### config.mk
export PLATFORM = sky130hd
export DESIGN_NAME = dbg_bit_tx
export DESIGN_NICKNAME = d
export VERILOG_FILES = /design/src/rtl/dbg_bit_tx.sv
export SDC_FILE = /design/constraint.sdc
export NUM_CORES = 1
export LEC_CHECK = 0
export BUFFER_PORTS_ARGS = -buffer_cell sky130_fd_sc_hd__buf_2
export CORE_UTILIZATION = 45
export CTS_BUF_LIST = sky130_fd_sc_hd__clkbuf_8
export DETAILED_ROUTE_END_ITERATION = 8
export HOLD_SLACK_MARGIN = 0.1
export PLACE_DENSITY = 0.65
export SYNTH_ARGS = -nofsm -noshare
export SYNTH_HDL_FRONTEND = slang
export SYNTH_SLANG_ARGS = --single-unit
### constraint.sdc
create_clock -name clk -period 3.6 [get_ports clk]
set_clock_uncertainty 0.05 [all_clocks]
set_input_delay 0.54 -clock clk [delete_from_list [all_inputs] [get_ports clk]]
set_output_delay 0.54 -clock clk [all_outputs]
set_load 0.005 [all_outputs]
### src/rtl/dbg_bit_tx.sv
module dbg_bit_tx #(
  parameter int DATA_W  = 16,
  parameter int LOW_CYC = 13,
  parameter int SPD_AT  = 4
) (
  input  logic              clk,
  input  logic              rst_n,
  input  logic              load,
  input  logic              load_word,
  input  logic [DATA_W-1:0] load_data,
  input  logic              pin_in,
  output logic              pin_oe,
  output logic              pin_out,
  output logic              busy,
  output logic              done
);
  localparam int HALF = DATA_W / 2;
  localparam int CW   = $clog2(LOW_CYC + 2);
  localparam int LW   = $clog2(DATA_W + 1);
  localparam logic [CW-1:0] LAST = CW'(LOW_CYC + 1);

  logic s1, s2, s3;
  logic in_bit;
  logic [CW-1:0] phase;
  logic [DATA_W-1:0] sh;
  logic [LW-1:0] left;
  logic nxt_oe, nxt_out;
  logic [CW-1:0] ph_sel;

  wire fall = s3 & ~s2;
  wire cur  = sh[DATA_W-1];

  assign ph_sel = in_bit ? phase : '0;

  always_comb begin
    nxt_oe  = 1'b0;
    nxt_out = 1'b0;
    if (!cur) begin
      if (ph_sel < CW'(LOW_CYC)) begin
        nxt_oe = 1'b1;
      end else if (ph_sel == CW'(LOW_CYC)) begin
        nxt_oe  = 1'b1;
        nxt_out = 1'b1;
      end
    end else if (ph_sel == CW'(SPD_AT)) begin
      nxt_oe  = 1'b1;
      nxt_out = 1'b1;
    end
  end

  always_ff @(posedge clk or negedge rst_n) begin
    if (!rst_n) begin
      s1 <= 1'b1; s2 <= 1'b1; s3 <= 1'b1;
      in_bit <= 1'b0; phase <= '0; sh <= '0; left <= '0;
      pin_oe <= 1'b0; pin_out <= 1'b0; busy <= 1'b0; done <= 1'b0;
    end else begin
      s1 <= pin_in; s2 <= s1; s3 <= s2;
      done <= 1'b0;
      if (!busy) begin
        pin_oe  <= 1'b0;
        pin_out <= 1'b0;
        if (load) begin
          busy <= 1'b1;
          sh   <= load_word ? load_data : {load_data[HALF-1:0], {(DATA_W-HALF){1'b0}}};
          left <= load_word ? LW'(DATA_W) : LW'(HALF);
        end
      end else if (!in_bit) begin
        if (fall) begin
          in_bit  <= 1'b1;
          phase   <= CW'(1);
          pin_oe  <= nxt_oe;
          pin_out <= nxt_out;
        end
      end else begin
        pin_oe  <= nxt_oe;
        pin_out <= nxt_out;
        if (phase == LAST) begin
          in_bit <= 1'b0;
          sh     <= sh << 1;
          left   <= left - LW'(1);
          if (left == LW'(1)) begin
            busy <= 1'b0;
            done <= 1'b1;
          end
        end else begin
          phase <= phase + CW'(1);
        end
      end
    end
  end


  done_pulse_chk: assert property (@(posedge clk) disable iff (!rst_n) done |=> !done);

  done_idle_chk: assert property (@(posedge clk) disable iff (!rst_n) done |-> !busy);

  load_busy_chk: assert property (@(posedge clk) disable iff (!rst_n) (!busy && load) |=> busy);

  speedup_once_chk: assert property (@(posedge clk) disable iff (!rst_n) (pin_oe && pin_out) |=> !pin_oe);

  out_needs_oe_chk: assert property (@(posedge clk) disable iff (!rst_n) pin_out |-> pin_oe);

  idle_release_chk: assert property (@(posedge clk) disable iff (!rst_n) (!busy && !$past(busy)) |-> !pin_oe);
endmodule

==> results.txt <==
TritonCTS built the clock tree. The worst setup path is of the flip-flop to flip-flop kind. In the final routed layout, each cell accounts on average for around 15 um. The worst setup path is captured at a flip-flop. The path class of the tightest hold or removal check is input pin to asynchronous set/reset pin.

The final-report setup violation count is 0. Timing would allow up to 427 MHz. Counting flops with a built-in enable in the synthesized netlist gives 0.

The die footprint is around 4200 sq um. The signal arrival time at the worst endpoint came out at approximately 2.5 ns. The clock insertion delay at the later pin of the skew report is 0.29 ns. The flow ran to the end, and the final reports show no timing, DRC or antenna violations. Before antenna repair, the detailed router went through 5 iterations.

The post-cts resize count is 0. Entering global routing, the biggest net connects 35 pins. The final routed wirelength across all metal layers is ~3500 um. The total number of placement rows is 22. The count of unique library cells instantiated by Yosys came out at 46.

The cell sitting at the root of the clock tree is a sky130_fd_sc_hd__clkbuf_8. The number of inserted filler cells in the final layout is between 300 and 400. The number of cells produced by synthesis came out at approximately 160. The number of nets in the synthesized netlist came out at 187.

The estimated wirelength of the detail-placed design came out at 2420 um. Setup repair after global routing left no endpoint under its margin. Dividing the final minimum period by the clock period gives approximately two thirds. Among all cell types in the netlist, the one instantiated most often is sky130_fd_sc_hd__dfrtp_1.

The number of buffer cells added on primary ports is 24. The die outline height came out at around 65 um. The highest ir drop seen on vdd is about 0.40 mV. The first-pass GRT wire length is 6060 um. For this design, the CTS-stage hold fixing added 0 buffers.

The number of antenna violations at the first check in global routing came out at 0. Ranked by total cell area, the synthesized netlist is headed by sky130_fd_sc_hd__dfrtp_1 (42%), sky130_fd_sc_hd__mux2_2 (5.6%), sky130_fd_sc_hd__mux2i_1 (5.6%), sky130_fd_sc_hd__mux2_4 (5.0%), sky130_fd_sc_hd__dfstp_2 (4.4%). The number of clock sinks seen by CTS is 33. The starting density of the core came out at about 48%.

The area share of the leading cell type in the synthesized netlist came out at around two fifths. The max-slew violation count came out at 0. Relative to the synthesized area, the layout overhead comes to 12.7%. For this design the static power due to leakage is 0.953 nW. Of all nets on the critical path, the largest fanout is 19.

The core outline area is 3740 sq um. The Yosys step of the flow raised 0 warnings. The share of final-layout standard cells stronger than drive strength 1 is 31.5%. The post-CTS clock slew at the launch and capture registers of the worst setup and hold paths is around 0.07 ns. The async set-reset flop share out of synthesis is 100%.

The number of antenna diodes in the final layout is 0. The average instance in the mapped netlist occupies roughly 11 sq um. For this block, the initial DRC count from the detailed router was 77. The worst slew slack as a fraction of its limit is 44.1%.

After the last flow step, the layout net total stands at between 200 and 250. For the pin with the worst max-slew slack, the measured transition is around 0.84 ns. The time the worst path needs with I/O delays and setup is around 2.3 ns. The via count of the first global-routing pass is around 1,300. The number of antenna-violating nets in the routed design came out at 0. In the routed layout, each cell is associated on average with a via count of ~5.8. The final core utilization came out at 54.1%. The clock passes through at most 2 buffers.

The largest total area in the synthesized netlist belongs to sky130_fd_sc_hd__dfrtp_1. The sequential area share after synthesis came out at between 40% and 50%. The worst setup path is launched from a flip-flop.

The endpoint required time on the critical path came out at around 3.7 ns. For this run the aggregate overflow at the end of global routing stands at 0. The I/O pin count is 25. The overall global routing resource usage is 19.5%.

The maximum level of the CTS H-tree came out at 2. The final-layout setup total negative slack is 0 ns. The number of clock buffers added by TritonCTS is 5. In the synthesized netlist the dominant register cell turns out to be sky130_fd_sc_hd__dfrtp_1.

The number of hold-slack violations in the final timing report is 0. The die width is 65.2 um. The post-CTS setup repair buffer count came out at 0. Across the run, the number of max-cap violations was 0. The final estimated routing congestion in global placement is around 0.8. The synthesized design contains 33 register bits.

After synthesis, the most frequently instantiated cells are sky130_fd_sc_hd__dfrtp_1 (30), sky130_fd_sc_hd__nand2_1 (13), sky130_fd_sc_hd__mux2i_1 (10), sky130_fd_sc_hd__o21ai_0 (10), sky130_fd_sc_hd__mux2_2 (9). Summing over every cut layer, the via total after detailed routing is 1,338. The post-detailed-route DRC marker count came out at 0. The mapped netlist covers around 1800 sq um.

The power density over the cells is approximately 750 nW/um^2.
## state kept, by name, indices dropped and copies added (netlist names)
signal and cells:
sh 16, left 5, phase 4, busy 1, done 1, in_bit 1, pin_oe 1, pin_out 1
s1 1, s2 1, s3 1
## area by class of cell
type,count,area [sq um],share of cell area (%)
Clock buffer,6,82.6,4.08
Timing Repair Buffer,25,128,6.30
Inverter,7,26.3,1.30
Sequential cell,33,830,41.0
Multi-Input combinational cell,111,865,42.7
Tap cell,48,60.1,2.97
Clock inverter,2,33.8,1.67
## per-layer routing
| layer | GRT usage, % | part of all wire (%) | vias to the layer above |
|---|---|---|---|
| li1 | - | - | 634 |
| met1 | 24.2 | 45 | 654 |
| met2 | 30.2 | 47 | 42 |
| met3 | 6.42 | 6.0 | 8 |
| met4 | 9.78 | 1.9 | 0 |
| met5 | 0 | 0 | - |
## worst paths after layout
path / slack, ns / from / depth (start not counted) / to
max in group asynchronous: 2.78 / rst_n / 1 / phase[0]$_DFFE_PN0P_
max: 1.26 / phase[0]$_DFFE_PN0P_ / 5 / sh[2]$_DFFE_PN0P_
max reg2reg: 1.26 / phase[0]$_DFFE_PN0P_ / 5 / sh[2]$_DFFE_PN0P_
min: 0.26 / rst_n / 1 / busy$_DFF_PN0_
min in group clk: 0.30 / pin_in / 1 / s1$_DFF_PN1_
min reg2reg: 0.31 / s1$_DFF_PN1_ / 0 / s2$_DFF_PN1_
## critical path: stages (launching register included)
cell and delay, ns:
sky130_fd_sc_hd__dfrtp_1 0.44, sky130_fd_sc_hd__inv_1 0.11, sky130_fd_sc_hd__ha_1 0.18, sky130_fd_sc_hd__and4_1 0.33, sky130_fd_sc_hd__a21o_1 0.71, sky130_fd_sc_hd__mux2_2 0.41
## metrics by stage
step	area, sq um	worst slack [ns]	instances	hold WS [ns]	power, mW
after floorplan	1800	1.72	162	0.194	1.04
after detailed placement	1910	1.27	224	0.298	1.16
after global placement	1910	1.36	224	0.296	1.13
after global routing	2020	1.10	232	0.280	1.63
final	2020	1.26	232	0.256	1.51
after CTS	2020	1.25	232	0.273	1.52
## cell usage in the layout (no fill, tap or decap), drive strengths merged, types with 2 or more instances in the layout
master,netlist,routed
a211oi,2,2
a21oi,6,6
a22o,6,6
a31oi,2,2
and2,2,2
and4,4,4
buf,7,25
clkbuf,4,6
dfrtp,30,30
dfstp,3,3
ha,4,4
inv,7,8
mux2,15,15
mux2i,10,10
nand2,13,13
nand2b,2,2
nand3,3,3
nor2,2,2
nor2b,3,3
nor3,3,3
o211ai,3,3
o21ai,10,10
o22ai,2,2
o2bb2ai,2,2
or3b,2,2
## cell families (layout without fill, tap and decap cells)
group	after synthesis	in the layout	synth area share, %
AND/OR/NAND/NOR	42	42	13.8
AO/OA/AOI/OAI	40	40	15.3
flip-flops	33	33	46.2
multiplexers	25	25	16.2
buffers and inverters	18	40	5.71
adder cells (fa/ha/maj)	4	4	2.79
## where the power goes
group	internal, mW	switching (mW)
clock network	0.223	0.133
logic	0.297	0.208
registers	0.516	0.131
No activity file was read; power rests on OpenSTA's default activity.
